===== config.mk =====
export PLATFORM = sky130hd
export DESIGN_NAME = scsi_tgt_seq
export DESIGN_NICKNAME = d
export VERILOG_FILES = /design/src/rtl/scsi_tgt_pkg.sv /design/src/rtl/scsi_tgt_timer.sv /design/src/rtl/scsi_tgt_datapath.sv /design/src/rtl/scsi_tgt_seq.sv
export SDC_FILE = /design/constraint.sdc
export NUM_CORES = 1
export LEC_CHECK = 0
export ABC_AREA = 1
export BUFFER_PORTS_ARGS = -buffer_cell sky130_fd_sc_hd__buf_2
export CAP_MARGIN = 20
export CORE_ASPECT_RATIO = 0.5
export CORE_UTILIZATION = 40
export DETAILED_ROUTE_END_ITERATION = 16
export PLACE_DENSITY = 0.72
export SKIP_LAST_GASP = 1
export SLEW_MARGIN = 20
export SYNTH_ARGS = -nofsm -noshare
export SYNTH_HDL_FRONTEND = slang
export SYNTH_SLANG_ARGS = --single-unit

===== constraint.sdc =====
create_clock -name clk -period 3.1 [get_ports clk]
set_input_delay 0.465 -clock clk [delete_from_list [all_inputs] [get_ports clk]]
set_output_delay 0.465 -clock clk [all_outputs]
set_load 0.01 [all_outputs]

===== src/rtl/scsi_tgt_pkg.sv =====
package scsi_tgt_pkg;

    localparam int DB_W = 8;
    localparam int PH_W = 3;

    localparam logic [PH_W-1:0] PH_DATA_OUT = 3'b000;
    localparam logic [PH_W-1:0] PH_DATA_IN  = 3'b001;
    localparam logic [PH_W-1:0] PH_COMMAND  = 3'b010;
    localparam logic [PH_W-1:0] PH_STATUS   = 3'b011;
    localparam logic [PH_W-1:0] PH_MSG_OUT  = 3'b110;
    localparam logic [PH_W-1:0] PH_MSG_IN   = 3'b111;

    typedef enum logic [3:0] {
        S_IDLE,
        S_CONN,
        S_SETTLE,
        S_TX_FETCH,
        S_TX_DESKEW,
        S_TX_REQ,
        S_TX_ACKOFF,
        S_RX_REQ,
        S_RX_ACKOFF,
        S_RX_PUSH,
        S_REL_DATA,
        S_REL_PHASE
    } seq_state_e;

    // Control lines owned by the target, 1 = wire pulled low
    typedef struct packed {
        logic            bsy;
        logic            req;
        logic [PH_W-1:0] ph;
        logic            drive;
    } ctl_t;

    function automatic int ns_to_cyc(input int ns, input int clk_ns);
        int c;
        c = (ns + clk_ns - 1) / clk_ns;
        return (c < 1) ? 1 : c;
    endfunction

    function automatic int max4(input int a, input int b, input int c, input int d);
        int m;
        m = a;
        if (b > m) m = b;
        if (c > m) m = c;
        if (d > m) m = d;
        return m;
    endfunction

    // Reserved codes: MSG set with C/D clear
    function automatic logic ph_reserved(input logic [PH_W-1:0] ph);
        return ph[2] & ~ph[1];
    endfunction

    // Parity line asserted when the byte holds an even count of ones
    function automatic logic par_assert(input logic [DB_W-1:0] d);
        return ~^d;
    endfunction

    // Received data plus parity must hold an odd count of ones
    function automatic logic par_good(input logic [DB_W-1:0] d, input logic p);
        return ^{d, p};
    endfunction

endpackage


===== src/rtl/scsi_tgt_timer.sv =====
module scsi_tgt_timer #(
    parameter int CW = 6
) (
    input  logic          clk,
    input  logic          rst,
    input  logic          start,
    input  logic [CW-1:0] load_val,
    output logic          expired
);

    logic [CW-1:0] cnt_q;

    always_ff @(posedge clk) begin
        if (rst) begin
            cnt_q <= '0;
        end else if (start) begin
            cnt_q <= load_val;
        end else if (cnt_q != '0) begin
            cnt_q <= cnt_q - CW'(1);
        end
    end

    assign expired = (cnt_q == '0);

    AST_TMR_LOAD: assert property (@(posedge clk) disable iff (rst)
        (start && load_val != '0) |=> !expired);

endmodule


===== src/rtl/scsi_tgt_datapath.sv =====
module scsi_tgt_datapath
    import scsi_tgt_pkg::*;
(
    input  logic            clk,
    input  logic            rst,
    input  logic            load_tx,
    input  logic [DB_W-1:0] tx_byte,
    input  logic            drive_en,
    input  logic            sample_rx,
    input  logic            chk_en,
    input  logic            clr_err,
    input  logic [DB_W-1:0] bus_db_n,
    input  logic            bus_dbp_n,
    output logic [DB_W-1:0] db_act,
    output logic            dbp_act,
    output logic [DB_W-1:0] rx_byte,
    output logic            par_err
);

    logic [DB_W-1:0] tx_q;
    logic [DB_W-1:0] rx_q;
    logic            err_q;
    logic [DB_W-1:0] bus_db;
    logic            bus_dbp;

    assign bus_db  = ~bus_db_n;
    assign bus_dbp = ~bus_dbp_n;

    always_ff @(posedge clk) begin
        if (rst) begin
            tx_q  <= '0;
            rx_q  <= '0;
            err_q <= 1'b0;
        end else begin
            if (load_tx) begin
                tx_q <= tx_byte;
            end
            if (sample_rx) begin
                rx_q <= bus_db;
            end
            if (clr_err) begin
                err_q <= 1'b0;
            end else if (sample_rx && chk_en && !par_good(bus_db, bus_dbp)) begin
                err_q <= 1'b1;
            end
        end
    end

    assign db_act  = drive_en ? tx_q : '0;
    assign dbp_act = drive_en & par_assert(tx_q);
    assign rx_byte = rx_q;
    assign par_err = err_q;

    AST_ERR_STICKY: assert property (@(posedge clk) disable iff (rst)
        (err_q && !clr_err) |=> err_q);

    AST_PAR_ODD_OUT: assert property (@(posedge clk) disable iff (rst)
        drive_en |-> ($countones({db_act, dbp_act}) % 2 == 1));

endmodule


===== src/rtl/scsi_tgt_seq.sv =====
module scsi_tgt_seq
    import scsi_tgt_pkg::*;
#(
    parameter int CLK_NS     = 8,
    parameter int SETTLE_NS  = 400,
    parameter int DESKEW_NS  = 45,
    parameter int RELEASE_NS = 400,
    parameter int DISC_NS    = 200,
    parameter int LEN_W      = 8
) (
    input  logic             clk,
    input  logic             rst,
    input  logic             cmd_valid,
    output logic             cmd_ready,
    input  logic             cmd_release,
    input  logic [2:0]       cmd_phase,
    input  logic [LEN_W-1:0] cmd_len,
    input  logic             chk_par,
    input  logic             tx_valid,
    output logic             tx_ready,
    input  logic [7:0]       tx_data,
    output logic             rx_valid,
    input  logic             rx_ready,
    output logic [7:0]       rx_data,
    output logic             done,
    output logic             err_phase,
    output logic             err_parity,
    input  logic             scsi_ack_n,
    input  logic             scsi_rst_n,
    input  logic [7:0]       scsi_db_n,
    input  logic             scsi_dbp_n,
    output logic             bsy_act,
    output logic             req_act,
    output logic             msg_act,
    output logic             cd_act,
    output logic             io_act,
    output logic [7:0]       db_act,
    output logic             dbp_act
);

    localparam int SETTLE_CYC  = ns_to_cyc(SETTLE_NS, CLK_NS);
    localparam int DESKEW_CYC  = ns_to_cyc(DESKEW_NS, CLK_NS);
    localparam int RELEASE_CYC = ns_to_cyc(RELEASE_NS, CLK_NS);
    localparam int DISC_CYC    = ns_to_cyc(DISC_NS, CLK_NS);
    localparam int MAX_CYC     = max4(SETTLE_CYC, DESKEW_CYC, RELEASE_CYC, DISC_CYC);
    localparam int CW          = $clog2(MAX_CYC + 1);

    seq_state_e       st_q;
    ctl_t             ctl_q;
    logic [LEN_W-1:0] len_q;
    logic             done_q;
    logic             errph_q;

    logic             bus_rst;
    logic             ack;
    logic             any_rst;
    logic             accept;
    logic             acc_phase;
    logic             acc_rel;
    logic             last_byte;
    logic             tmr_start;
    logic [CW-1:0]    tmr_val;
    logic             tmr_done;
    logic             load_tx;
    logic             sample_rx;

    assign bus_rst   = ~scsi_rst_n;
    assign ack       = ~scsi_ack_n;
    assign any_rst   = rst | bus_rst;

    assign cmd_ready = (st_q == S_IDLE) || (st_q == S_CONN);
    assign accept    = cmd_ready && cmd_valid;
    assign acc_phase = accept && !cmd_release && !ph_reserved(cmd_phase);
    assign acc_rel   = accept && cmd_release && (st_q == S_CONN);
    assign last_byte = (len_q == LEN_W'(1));
    assign tx_ready  = (st_q == S_TX_FETCH);
    assign rx_valid  = (st_q == S_RX_PUSH);
    assign load_tx   = tx_ready && tx_valid;
    assign sample_rx = (st_q == S_RX_REQ) && ack;

    // Timer loads for each timed window
    always_comb begin
        tmr_start = 1'b0;
        tmr_val   = '0;
        if (acc_phase) begin
            tmr_start = 1'b1;
            tmr_val   = CW'(SETTLE_CYC);
        end else if (acc_rel) begin
            tmr_start = 1'b1;
            tmr_val   = CW'(RELEASE_CYC);
        end else if (load_tx) begin
            tmr_start = 1'b1;
            tmr_val   = CW'(DESKEW_CYC);
        end else if (st_q == S_REL_DATA && tmr_done) begin
            tmr_start = 1'b1;
            tmr_val   = CW'(DISC_CYC);
        end
    end

    scsi_tgt_timer #(.CW(CW)) u_timer (
        .clk      (clk),
        .rst      (any_rst),
        .start    (tmr_start),
        .load_val (tmr_val),
        .expired  (tmr_done)
    );

    scsi_tgt_datapath u_dp (
        .clk       (clk),
        .rst       (any_rst),
        .load_tx   (load_tx),
        .tx_byte   (tx_data),
        .drive_en  (ctl_q.drive),
        .sample_rx (sample_rx),
        .chk_en    (chk_par),
        .clr_err   (acc_phase),
        .bus_db_n  (scsi_db_n),
        .bus_dbp_n (scsi_dbp_n),
        .db_act    (db_act),
        .dbp_act   (dbp_act),
        .rx_byte   (rx_data),
        .par_err   (err_parity)
    );

    always_ff @(posedge clk) begin
        if (any_rst) begin
            st_q    <= S_IDLE;
            ctl_q   <= '0;
            len_q   <= '0;
            done_q  <= 1'b0;
            errph_q <= 1'b0;
        end else begin
            done_q  <= 1'b0;
            errph_q <= 1'b0;
            unique case (st_q)
                S_IDLE, S_CONN: begin
                    if (accept) begin
                        if (cmd_release) begin
                            if (st_q == S_IDLE) begin
                                done_q <= 1'b1;
                            end else begin
                                ctl_q.req   <= 1'b0;
                                ctl_q.drive <= 1'b0;
                                st_q        <= S_REL_DATA;
                            end
                        end else if (ph_reserved(cmd_phase)) begin
                            done_q  <= 1'b1;
                            errph_q <= 1'b1;
                        end else begin
                            ctl_q.bsy   <= 1'b1;
                            ctl_q.ph    <= cmd_phase;
                            ctl_q.drive <= 1'b0;
                            len_q       <= cmd_len;
                            st_q        <= S_SETTLE;
                        end
                    end
                end
                S_SETTLE: begin
                    if (tmr_done) begin
                        if (len_q == '0) begin
                            done_q <= 1'b1;
                            st_q   <= S_CONN;
                        end else if (ctl_q.ph[0]) begin
                            st_q <= S_TX_FETCH;
                        end else begin
                            ctl_q.req <= 1'b1;
                            st_q      <= S_RX_REQ;
                        end
                    end
                end
                S_TX_FETCH: begin
                    if (tx_valid) begin
                        ctl_q.drive <= 1'b1;
                        st_q        <= S_TX_DESKEW;
                    end
                end
                S_TX_DESKEW: begin
                    if (tmr_done) begin
                        ctl_q.req <= 1'b1;
                        st_q      <= S_TX_REQ;
                    end
                end
                S_TX_REQ: begin
                    if (ack) begin
                        ctl_q.req <= 1'b0;
                        st_q      <= S_TX_ACKOFF;
                    end
                end
                S_TX_ACKOFF: begin
                    if (!ack) begin
                        len_q <= len_q - LEN_W'(1);
                        if (last_byte) begin
                            done_q <= 1'b1;
                            st_q   <= S_CONN;
                        end else begin
                            st_q <= S_TX_FETCH;
                        end
                    end
                end
                S_RX_REQ: begin
                    if (ack) begin
                        ctl_q.req <= 1'b0;
                        st_q      <= S_RX_ACKOFF;
                    end
                end
                S_RX_ACKOFF: begin
                    if (!ack) begin
                        st_q <= S_RX_PUSH;
                    end
                end
                S_RX_PUSH: begin
                    if (rx_ready) begin
                        len_q <= len_q - LEN_W'(1);
                        if (last_byte) begin
                            done_q <= 1'b1;
                            st_q   <= S_CONN;
                        end else begin
                            ctl_q.req <= 1'b1;
                            st_q      <= S_RX_REQ;
                        end
                    end
                end
                S_REL_DATA: begin
                    if (tmr_done) begin
                        ctl_q.ph <= PH_DATA_OUT;
                        st_q     <= S_REL_PHASE;
                    end
                end
                S_REL_PHASE: begin
                    if (tmr_done) begin
                        ctl_q.bsy <= 1'b0;
                        done_q    <= 1'b1;
                        st_q      <= S_IDLE;
                    end
                end
                default: st_q <= S_IDLE;
            endcase
        end
    end

    assign bsy_act   = ctl_q.bsy;
    assign req_act   = ctl_q.req;
    assign msg_act   = ctl_q.ph[2];
    assign cd_act    = ctl_q.ph[1];
    assign io_act    = ctl_q.ph[0];
    assign done      = done_q;
    assign err_phase = errph_q;

    AST_REQ_NEEDS_BSY: assert property (@(posedge clk) disable iff (rst)
        req_act |-> bsy_act);

    AST_NO_RESERVED_PHASE: assert property (@(posedge clk) disable iff (rst)
        bsy_act |-> !(msg_act && !cd_act));

    AST_DATA_STABLE_REQ: assert property (@(posedge clk) disable iff (rst)
        (req_act && $past(req_act)) |-> $stable(db_act));

    AST_REQ_DROP_ON_ACK: assert property (@(posedge clk) disable iff (rst)
        $fell(req_act) |-> ($past(ack) || $past(bus_rst)));

    AST_DRIVE_ONLY_IN: assert property (@(posedge clk) disable iff (rst)
        ((|db_act) || dbp_act) |-> io_act);

    AST_BSY_LAST: assert property (@(posedge clk) disable iff (rst)
        ($fell(bsy_act) && !$past(bus_rst)) |-> ($past(ctl_q.ph) == PH_DATA_OUT && !$past(req_act)));

    AST_BUS_RST_FREE: assert property (@(posedge clk) disable iff (rst)
        bus_rst |=> (!bsy_act && !req_act && !dbp_act));

endmodule


# ---- Word level (Yosys, flattened, before mapping)
# Cells that the tools add are included.
dict set report word_totals {
  ff_bits 43
  output_inout_bits 28
  word_cells 162
  input_bits 37
}
dict set report classes {
  n_reduce_logical 36
  n_mux 69
  addsub 2
  n_bitwise 10
  n_eq_ne 33
}
# op count
set op_table {}
lappend op_table {{$mux W4} 16}
lappend op_table {{$mux W8} 6}
lappend op_table {{$pmux W4 S11} 1}
lappend op_table {{$ne A2 B2 Y1 const B} 18}
lappend op_table {{$mux W6} 5}
lappend op_table {{$mux W1} 28}
lappend op_table {{$pmux W8 S3} 1}
lappend op_table {{$eq A4 B3 Y1 const B} 4}
lappend op_table {{$eq A4 B4 Y1 const B} 4}
lappend op_table {{$reduce_and A5 Y1} 3}
lappend op_table {{$reduce_and A13 Y1} 1}
lappend op_table {{$mux W3} 4}
lappend op_table {{$reduce_and A11 Y1} 1}
lappend op_table {{$logic_and A1 B1 Y1} 10}
lappend op_table {{$mux W5} 2}
lappend op_table {{$pmux W1 S5} 2}
lappend op_table {{$reduce_xor A9 Y1} 1}
lappend op_table {{$eq A4 B2 Y1 const B} 2}
lappend op_table {{$eq A8 B1 Y1 const B} 1}
lappend op_table {{$logic_not A8 Y1} 1}
lappend op_table {{$not A8 Y8} 1}
lappend op_table {{$reduce_bool A2 Y1} 4}
lappend op_table {{$reduce_xnor A8 Y1} 1}
lappend op_table {{$sub A8 B1 Y8 const B} 1}
lappend op_table {{20 further kinds} 32}

# ---- Longest topological paths before layout
# Gate-level depths: netlist of run 1.
dict set report depth {
  depth_word 8
  depth_mapped 12
  depth_no_buf 12
}

# ---- Modules after synthesis
# A second synthesis of run 1 with hierarchy kept.
dict set report unflattened {
  cells_unflattened 458
  hier_area_um2 2851.5
}
# module cells_per_inst area_per_inst_um2 instances seq_area_each_um2
set by_module_without_submodules {}
lappend by_module_without_submodules {scsi_tgt_seq 274 1606.5 1 400.4}
lappend by_module_without_submodules {scsi_tgt_datapath 123 842.1 1 340.3}
lappend by_module_without_submodules {scsi_tgt_timer 61 402.9 1 120.1}

# ---- Least setup slack after synthesis of run 1
# Ideal clock, no wire load.
dict set report synth_timing {
  path_kind {register to register}
  from {register st_q[1]}
  to {register len_q[0]}
  t_required_ps 3030
  arrival_time_ps 1388
  setup_slack_ps 1642
  path_stages_with_launch 12
  period_less_slack_ps 1458
  n_path_buf 2
  setup_time_ps 70
  cell_sequence {dfxtp_1 > buf_4 > inv_2 > nand2_1 > nor2_2 > nand2_1 > nand2_1 > nor2_2 > nand2_2 > buf_6 > o21ai_0 > a21oi_1}
}
dict set report synth_between {
  elab_cells_between_ends 15
  classes_between {eq/ne: 8; mux: 1; reduce/logical: 6}
}
# element line_no
set synth_rtl {}
lappend synth_rtl {{start, declared} scsi_tgt_seq.sv:48} ;# seq_state_e st_q;
lappend synth_rtl {{start signal, assigned} scsi_tgt_seq.sv:127} ;# st_q <= S_IDLE;
lappend synth_rtl {{start signal, assigned} scsi_tgt_seq.sv:144} ;# st_q <= S_REL_DATA;
lappend synth_rtl {{start signal, assigned} scsi_tgt_seq.sv:154} ;# st_q <= S_SETTLE;
lappend synth_rtl {{$eq A4 B4 Y1 (*)} -}
lappend synth_rtl {{named net rx_valid} scsi_tgt_seq.sv:22} ;# output logic rx_valid,
lappend synth_rtl {{$ne A2 B1 Y1 (no source line) / $reduce_bool A3 Y1 (equally long branches)} -}
lappend synth_rtl {{$reduce_and A6 Y1 (no source line)} -}
lappend synth_rtl {{end signal, assigned} scsi_tgt_seq.sv:153} ;# len_q <= cmd_len;
lappend synth_rtl {{end signal, assigned} scsi_tgt_seq.sv:191} ;# len_q <= len_q - LEN_W'(1);
lappend synth_rtl {{end signal, assigned} scsi_tgt_seq.sv:213} ;# len_q <= len_q - LEN_W'(1);
lappend synth_rtl {{end, declared} scsi_tgt_seq.sv:50} ;# logic [LEN_W-1:0] len_q;
# Mark *: on every way through the listed nets, which the timed path passes. The rest lies on a longest branch.
# A chain may end at the register's enable or synchronous reset.

# ---- Final worst setup path of run 1
dict set report layout_timing {
  from {register st_q[3]}
  to {register u_timer.cnt_q[2]}
}
dict set report layout_between {
  elab_chain_cells 8
  elab_cells_between_ends 21
  classes_between {eq/ne: 3; mux: 8; reduce/logical: 10}
}
# element line_no
set layout_rtl {}
lappend layout_rtl {{$eq A4 B1 Y1 / $logic_not A4 Y1 (equally long branches)} {scsi_tgt_seq.sv:71, scsi_tgt_seq.sv:74}}
lappend layout_rtl {{$logic_or A1 B1 Y1} scsi_tgt_seq.sv:71} ;# assign cmd_ready = (st_q == S_IDLE) || (st_q == S_CONN);
lappend layout_rtl {{$logic_and A1 B1 Y1} scsi_tgt_seq.sv:72} ;# assign accept = cmd_ready && cmd_valid;
lappend layout_rtl {{$logic_and A1 B1 Y1 (2 in series)} scsi_tgt_seq.sv:74} ;# assign acc_rel = accept && cmd_release && (st_q == S_CONN);
lappend layout_rtl {{$mux W6 / $mux W1 (equally long branches)} scsi_tgt_seq.sv:88} ;# end else if (acc_rel) begin
lappend layout_rtl {{$mux W6 / $mux W1 (equally long branches)} scsi_tgt_seq.sv:85} ;# if (acc_phase) begin
lappend layout_rtl {{$mux W6 / $reduce_bool A2 Y1 (equally long branches)} -}
lappend layout_rtl {{end signal, assigned} scsi_tgt_timer.sv:17} ;# cnt_q <= load_val;
lappend layout_rtl {{end signal, assigned} scsi_tgt_timer.sv:19} ;# cnt_q <= cnt_q - CW'(1);
lappend layout_rtl {{end, declared} scsi_tgt_timer.sv:11} ;# logic [CW-1:0] cnt_q;
# Several ways; a longest one is shown, not always the timed one.

==> flow_metrics.env, run 1 <==
export IMPL_p_comb_share_pct=38.1
export IMPL_ir_drop_mv=0.246
export IMPL_cts_resized=0
export IMPL_yosysSeqAreaShare_pct=31.4
export IMPL_hp_class="in2reg"
export IMPL_synth_area_sq_um=2740
export IMPL_ctsLongestPathBuffers=2
export IMPL_fmax_mhz=538
export IMPL_cts_hold_buf=0
export IMPL_p_seq_share_pct=33.9
export IMPL_syn_avg_cell_area_sq_um=5.95
export IMPL_rows=20
export IMPL_htreeDepth=2
export IMPL_synth_simple_area_share_pct=39.5
export IMPL_relSlewSlack_pct=52.7
export IMPL_p_total_mw=1.91
export IMPL_area_growth_pct=19.9
export IMPL_synth_seq_cells=43
export IMPL_setup_tns_ps=0
export IMPL_vias_per_cell=4.90
export IMPL_fin_nets=566
export IMPL_worstMarginPinSlew_ps=709
export IMPL_clkLatencyLatePin_ps=290
export IMPL_io_buffers=64
export IMPL_cts_tree="done"
export IMPL_dr_pass1_iters=5
export IMPL_synth_compound_area_share_pct=13.3
export IMPL_drv_cap=0
export IMPL_antennaDiodeCount=0
export IMPL_pwr_share_clk_pct=28.0
export IMPL_synth_mux_area_share_pct=0
export IMPL_drtAntennaViolNets=0
export IMPL_final_layout_size_suffix_gt1_share_pct=17.1
export IMPL_n_fill_cell=653
export IMPL_r2r_setup_slack_ps=1240
export IMPL_cp_required_ps=3320
export IMPL_die_area_sq_um=7210
export IMPL_synth_adder_area_share_pct=2.28
export IMPL_hold_viol=0
export IMPL_cts_clk_slew_worst_paths_ps=70
export IMPL_grt_antenna_before_repair=0
export IMPL_leakage_nw=1.73
export IMPL_overflow=0
export IMPL_initial_utilization_pct=43.3
export IMPL_hpwlAfterDp_microns=5340
export IMPL_worstSetupStartpointType="flop"
export IMPL_die_w_microns=119
export IMPL_intPower_mw=1.16
export IMPL_synthCells=461
export IMPL_synth_top_family_by_area="simple AND/OR/NAND/NOR gates"
export IMPL_drt_iter0_markers=226
export IMPL_report_final_slew_viol_count=0
export IMPL_status="complete, no violations"
export IMPL_vias=3004
export IMPL_crit_fanout=13
export IMPL_cts_made_buffers=5
export IMPL_fin_crit_ps=1860
export IMPL_netSwitchingFraction_pct=39.2
export IMPL_grt_setup_unrepaired="false"
export IMPL_end_kind="flop"
export IMPL_core_sq_um=6330
export IMPL_reg2reg_from="st_q[3]"
export IMPL_cts_root_buf="clkbuf_16"
export IMPL_ios=65
export IMPL_synth_top_cell_area_share_pct=31.4
export IMPL_grtUsageTotal_pct=19.7
export IMPL_drt_wirelength_per_cell_microns=11.5
export IMPL_critPathKind="reg2reg"
export IMPL_power_per_cell_area_nw_per_um2=581
export IMPL_die_h_microns=60.5
export IMPL_grt_pass1_vias=2431
export IMPL_skew_ps=4.28
export IMPL_synth_distinct_cells=30
export IMPL_period_share_pct=59.9
export IMPL_finalWirelength_microns=7050
export IMPL_synth_nets=503
export IMPL_p_sw_mw=0.749
export IMPL_synth_largest_area_cell="dfxtp_1"
export IMPL_arrival_ps=2080
export IMPL_globalplace_congestion=0.996
export IMPL_postCtsSetupBuffers=0
export IMPL_route_detailed_drc=0
export IMPL_cts_sinks=43
export IMPL_synth_area_leaders="dfxtp_1 31%, nand2_1 22%, inv_1 7.3%, nor2_1 7.0%, nand3_1 6.4%"
export IMPL_setup_viol=0
export IMPL_grt_pass1_wl_microns=11200
export IMPL_critPathLaunch="st_q[3]"
export IMPL_hp_start="tx_data[6]"
export IMPL_grt_max_degree=23
export IMPL_yosys_warnings=0
export IMPL_synth_xor_area_share_pct=3.51
## metal layers
metal	share of wire [%]	vias up	track usage, %
met3	7.8	12	4.04
met2	42	129	30.8
met5	0	-	0
met1	49	1280	27.6
met4	1.4	0	6.51
li1	-	1583	-
## critical path, stage by stage, from the launching register on
cell and delay [ps]:
dfxtp_1 350, nor2_1 280, nand3_1 210, inv_1 100, nand2_1 270, nand2_1 230
nor2_1 80, nand2_1 70, nand2_1 90, a21oi_1 120
## path summary, 6_finish.rpt
path / endpoint / cells after the start
worst max-delay path: u_timer.cnt_q[2] / 9
worst min-delay path: u_dp.tx_q[6] / 3
worst max register to register: u_timer.cnt_q[2] / 9
worst min register to register: u_dp.par_err / 2
## cell usage after synthesis, drive strengths merged
cell,number
o21ai,25
nor4,1
dfxtp,43
nand3,35
inv,57
buf,4
a21oi,34
or2,2
and2,1
clkinv,1
nor3,3
xnor2,8
clkbuf,7
xor2,3
o2111ai,1
nand2,163
a31oi,3
nand4,4
o31ai,1
nor2,56
a211oi,2
o211ai,2
ha,5
## metrics by stage
stage	std cells	hold slack (ps)	cell area (sq um)	setup WS (ps)	util, %
4_1_cts	613	405	3290	1250	51.9
3_5_place_dp	605	444	3140	1280	49.5
6_report	613	417	3290	1240	51.9
2_1_floorplan	461	453	2740	1640	-
3_3_place_gp	605	442	3140	1270	49.5
5_1_grt	613	415	3290	1040	51.9
## power by group through the flow
stage,registers (mW),logic [mW],clock network (mW)
finish,0.648,0.727,0.535
global route,0.654,0.820,0.578
CTS,0.646,0.719,0.552
detailed placement,0.658,0.714,0
global placement,0.657,0.711,0
floorplan,0.645,0.571,0
## area by class of cell
cell class | instances | area, sq um | area share, %
clock inverter | 3 | 23.8 | 0.724
sequential | 43 | 861 | 26.2
inverter | 58 | 218 | 6.63
multi-input combinational | 349 | 1610 | 48.9
tap | 88 | 110 | 3.35
timing repair buffer | 67 | 343 | 10.4
clock buffer | 5 | 125 | 3.81
## flip-flops by register name, indices dropped and copies added, names as in the netlist
register / cells
bsy_act: 1
u_dp.rx_byte: 8
len_q: 8
st_q: 4
u_dp.tx_q: 8
done: 1
req_act: 1
cd_act: 1
ctl_q: 1
u_timer.cnt_q: 6
msg_act: 1
io_act: 1
err_phase: 1
u_dp.par_err: 1
## cells by family after synthesis
| kind of cell | count (synthesis) |
|---|---|
| AOI/OAI and AO/OA | 68 |
| buffers and inverters | 69 |
| DFF | 43 |
| and+or+nand+nor | 265 |
| xor gates and xnor gates | 11 |
| adders and majority gates | 5 |
## layout by cell type, fill, tap and decap left out, drive strengths merged
cell      count
nand2       163
buf          67
inv          58
nor2         56
dfxtp        43
nand3        35
a21oi        34
o21ai        25
xnor2         8
ha            5
clkbuf        5
nand4         4
xor2          3
nor3          3
a31oi         3
a211oi        2
or2           2
o211ai        2
clkinvlp      2
clkinv        1
o31ai         1
and2          1
o2111ai       1
nor4          1
No activity file was read; power rests on OpenSTA's default activity.
==> inputs of run 2 (changes only) <==
--- a/config.mk
+++ b/config.mk
@@ -5,13 +5,13 @@
 export SDC_FILE = /design/constraint.sdc
 export NUM_CORES = 1
 export LEC_CHECK = 0
-export ABC_AREA = 1
+export ABC_AREA = 0
 export BUFFER_PORTS_ARGS = -buffer_cell sky130_fd_sc_hd__buf_2
 export CAP_MARGIN = 20
 export CORE_ASPECT_RATIO = 0.5
 export CORE_UTILIZATION = 40
 export DETAILED_ROUTE_END_ITERATION = 16
-export PLACE_DENSITY = 0.72
+export PLACE_DENSITY = 0.73
 export SKIP_LAST_GASP = 1
 export SLEW_MARGIN = 20
 export SYNTH_ARGS = -nofsm -noshare
==> constraint.sdc (replaced) <==
create_clock -name clk -period 1.75 [get_ports clk]
set_input_delay 0.2625 -clock clk [delete_from_list [all_inputs] [get_ports clk]]
set_output_delay 0.2625 -clock clk [all_outputs]
set_load 0.01 [all_outputs]
==> flow_metrics.env, run 2 <==
export IMPL_synth_largest_area_cell="dfxtp_1"
export IMPL_p_seq_share_pct=32.9
export IMPL_yosys_top_cells_count="43 x dfxtp_1, 34 x nor2_1, 32 x nand2_1, 20 x a21oi_1"
export IMPL_finalWirelength_microns=8320
export IMPL_grt_pass1_vias=2594
export IMPL_leakage_nw=1.66
export IMPL_r2r_setup_slack_ps=-170
export IMPL_vias_per_cell=5.64
export IMPL_worstMarginPinSlew_ps=625
export IMPL_overflow=0
export IMPL_r2r_end="st_q[0]"
export IMPL_rows=20
export IMPL_synth_most_common_cell="dfxtp_1"
export IMPL_hold_viol=0
export IMPL_drt_wirelength_per_cell_microns=15.3
export IMPL_cts_tree="done"
export IMPL_vias=3065
export IMPL_pwr_share_clk_pct=33.8
export IMPL_arrival_ps=2090
export IMPL_ctsLongestPathBuffers=2
export IMPL_crit_fanout=5
export IMPL_synth_edf_count=0
export IMPL_grtUsageTotal_pct=22.4
export IMPL_area_growth_pct=49.2
export IMPL_min_to="u_dp.rx_byte[6]"
export IMPL_cp_slowest_cell="or4_4"
export IMPL_most_common_layout_cells="69 x buf_4, 64 x buf_2, 39 x dfxtp_1"
export IMPL_whs_ps=176
export IMPL_final_common_cell="buf_4"
export IMPL_grt_pass1_wl_microns=12100
export IMPL_synth_nets=369
export IMPL_r2r_cells=6
export IMPL_fin_ws_ps=-172
export IMPL_cts_clk_slew_worst_paths_ps=60
export IMPL_synthCells=327
export IMPL_hp_start="scsi_db_n[6]"
export IMPL_clkLatencyLatePin_ps=280
export IMPL_antennaDiodeCount=0
export IMPL_synth_area_leaders="dfxtp_1 33%, nor2_1 4.9%, xnor2_1 4.7%, nand2_1 4.6%, a21oi_1 3.8%"
export IMPL_synth_seq_cells=43
export IMPL_hpwlAfterDp_microns=5350
export IMPL_netSwitchingFraction_pct=30.2
export IMPL_status="finished, violations left"
export IMPL_drv_cap=0
export IMPL_grt_max_degree=20
export IMPL_hp_class="in2reg"
export IMPL_setup_viol=14
export IMPL_yosys_warnings=0
export IMPL_die_area_sq_um=6920
export IMPL_cp_required_ps=1920
export IMPL_reg2reg_from="st_q[3]"
export IMPL_worstSetupStartpointType="flop"
export IMPL_p_sw_mw=0.973
export IMPL_seq_area_sq_um=876
export IMPL_syn_avg_cell_area_sq_um=8.04
export IMPL_ir_drop_mv=0.410
export IMPL_multiInputGateArea_sq_um=1830
export IMPL_crit_path_cell_trace="buf_4 -> nor3_1 -> a22o_1 -> or4_4 -> o311ai_4 -> nand2_1"
export IMPL_violations="negative setup slack"
export IMPL_end_kind="flop"
export IMPL_globalplace_congestion=0.896
export IMPL_report_final_slew_viol_count=0
export IMPL_fin_crit_ps=1920
export IMPL_fin_nets=496
export IMPL_die_h_microns=59.3
export IMPL_cts_sinks=43
export IMPL_period_share_pct=110
export IMPL_skew_ps=4.19
export IMPL_io_buffers=64
export IMPL_synth_top_cell_area_share_pct=32.8
export IMPL_relSlewSlack_pct=57.2
export IMPL_p_comb_share_pct=33.3
export IMPL_cp_depth=6
export IMPL_synth_flop_cell="dfxtp_1"
export IMPL_die_w_microns=117
export IMPL_yosysSeqAreaShare_pct=32.8
export IMPL_power_per_cell_area_nw_per_um2=821
export IMPL_route_detailed_drc=0
export IMPL_core_sq_um=6210
export IMPL_cts_made_buffers=5
export IMPL_n_fill_cell=532
export IMPL_cts_root_buf="clkbuf_16"
export IMPL_path_buf_inv=1
export IMPL_grt_antenna_before_repair=0
export IMPL_ys_async_sr_fraction_pct=0
export IMPL_synth_area_sq_um=2630
export IMPL_p_total_mw=3.22
export IMPL_drtAntennaViolNets=0
export IMPL_whs_path_depth=2
export IMPL_fmax_mhz=520
export IMPL_cpPeakStageDelay_ps=610
export IMPL_intPower_mw=2.25
export IMPL_drt_iter0_markers=360
export IMPL_htreeDepth=2
export IMPL_synth_distinct_cells=66
export IMPL_ios=65
export IMPL_initial_utilization_pct=42.3
export IMPL_final_layout_size_suffix_gt1_share_pct=39.3
export IMPL_critPathKind="reg2reg"
export IMPL_critPathTopFamily="simple AND/OR/NAND/NOR gates"
export IMPL_grt_setup_unrepaired="true"
export IMPL_dr_pass1_iters=8
-- run 2: cell count changes after synthesis, moves of 9 or more --
cell      previous run  this run
o21ai_0             22        11
nand2_1            160        32
a21oi_1             34        20
and2_1               1        14
nor2_1              51        34
nand3_1             35         8
nor3_1               3        13
inv_1               53         9
a211oi_1             2        11
-- run 2: worst max-delay path by stage --
stage	endpoint	from
finish	st_q[0]	st_q[3]
CTS	len_q[0]	st_q[2]
global placement	len_q[0]	st_q[2]
floorplan	len_q[0]	st_q[1]
detailed placement	len_q[0]	st_q[2]
global route	len_q[0]	st_q[2]
-- run 2: power by group through the flow --
stage | Clock, mW | Sequential (mW) | Combinational (mW)
final | 1.09 | 1.06 | 1.07
after global routing | 1.15 | 1.06 | 1.15
after CTS | 1.10 | 1.06 | 0.946
after detailed placement | 0 | 1.08 | 0.892
after global placement | 0 | 1.08 | 0.888
after floorplan | 0 | 1.08 | 0.548
-- run 2: through the flow --
step	worst slack (ps)	TNS (ps)	util [%]	instances	instance area, sq um
final	-172	-1330	63.2	543	3920
after global routing	-227	-2890	63.2	543	3920
after CTS	-153	-780	60.8	541	3780
after detailed placement	-194	-1420	55.9	523	3470
after global placement	-155	-904	55.9	523	3470
after floorplan	-135	-838	-	327	2650
-- run 2: kinds of logic after synthesis --
group | share of synthesized area (%)
muxes | 1.14
DFF | 32.8
adders and majority gates | 2.38
and+or+nand+nor | 27.7
buffers and inverters | 4.09
AOI/OAI and AO/OA | 25.1
xor gates and xnor gates | 6.86
-- run 2: layer usage --
| layer | global-route usage [%] | vias to the layer above | routed length, microns |
|---|---|---|---|
| li1 | - | 1452 | - |
| met1 | 29.8 | 1402 | 3620 |
| met3 | 5.32 | 37 | 668 |
| met5 | 0 | - | 0 |
| met2 | 37.3 | 174 | 3780 |
| met4 | 5.06 | 0 | 247 |
-- run 2: layout make-up --
class / instances / share of cell area, %
tap: 88 / 2.81
sequential: 43 / 22.3
timing repair buffer: 136 / 22.7
clock buffer: 6 / 3.54
clock inverter: 2 / 0.893
multi-input combinational: 258 / 46.7
inverter: 10 / 0.989
-- run 2: timing repair --
| action | 4_1_cts | 5_1_grt |
|---|---|---|
| gates resized for setup | 19 | 21 |
| buffers inserted | 10 | 2 |
| hold buffers | 0 | 0 |
| setup endpoints to repair | 20 | 25 |
| pin swaps | 5 | 7 |
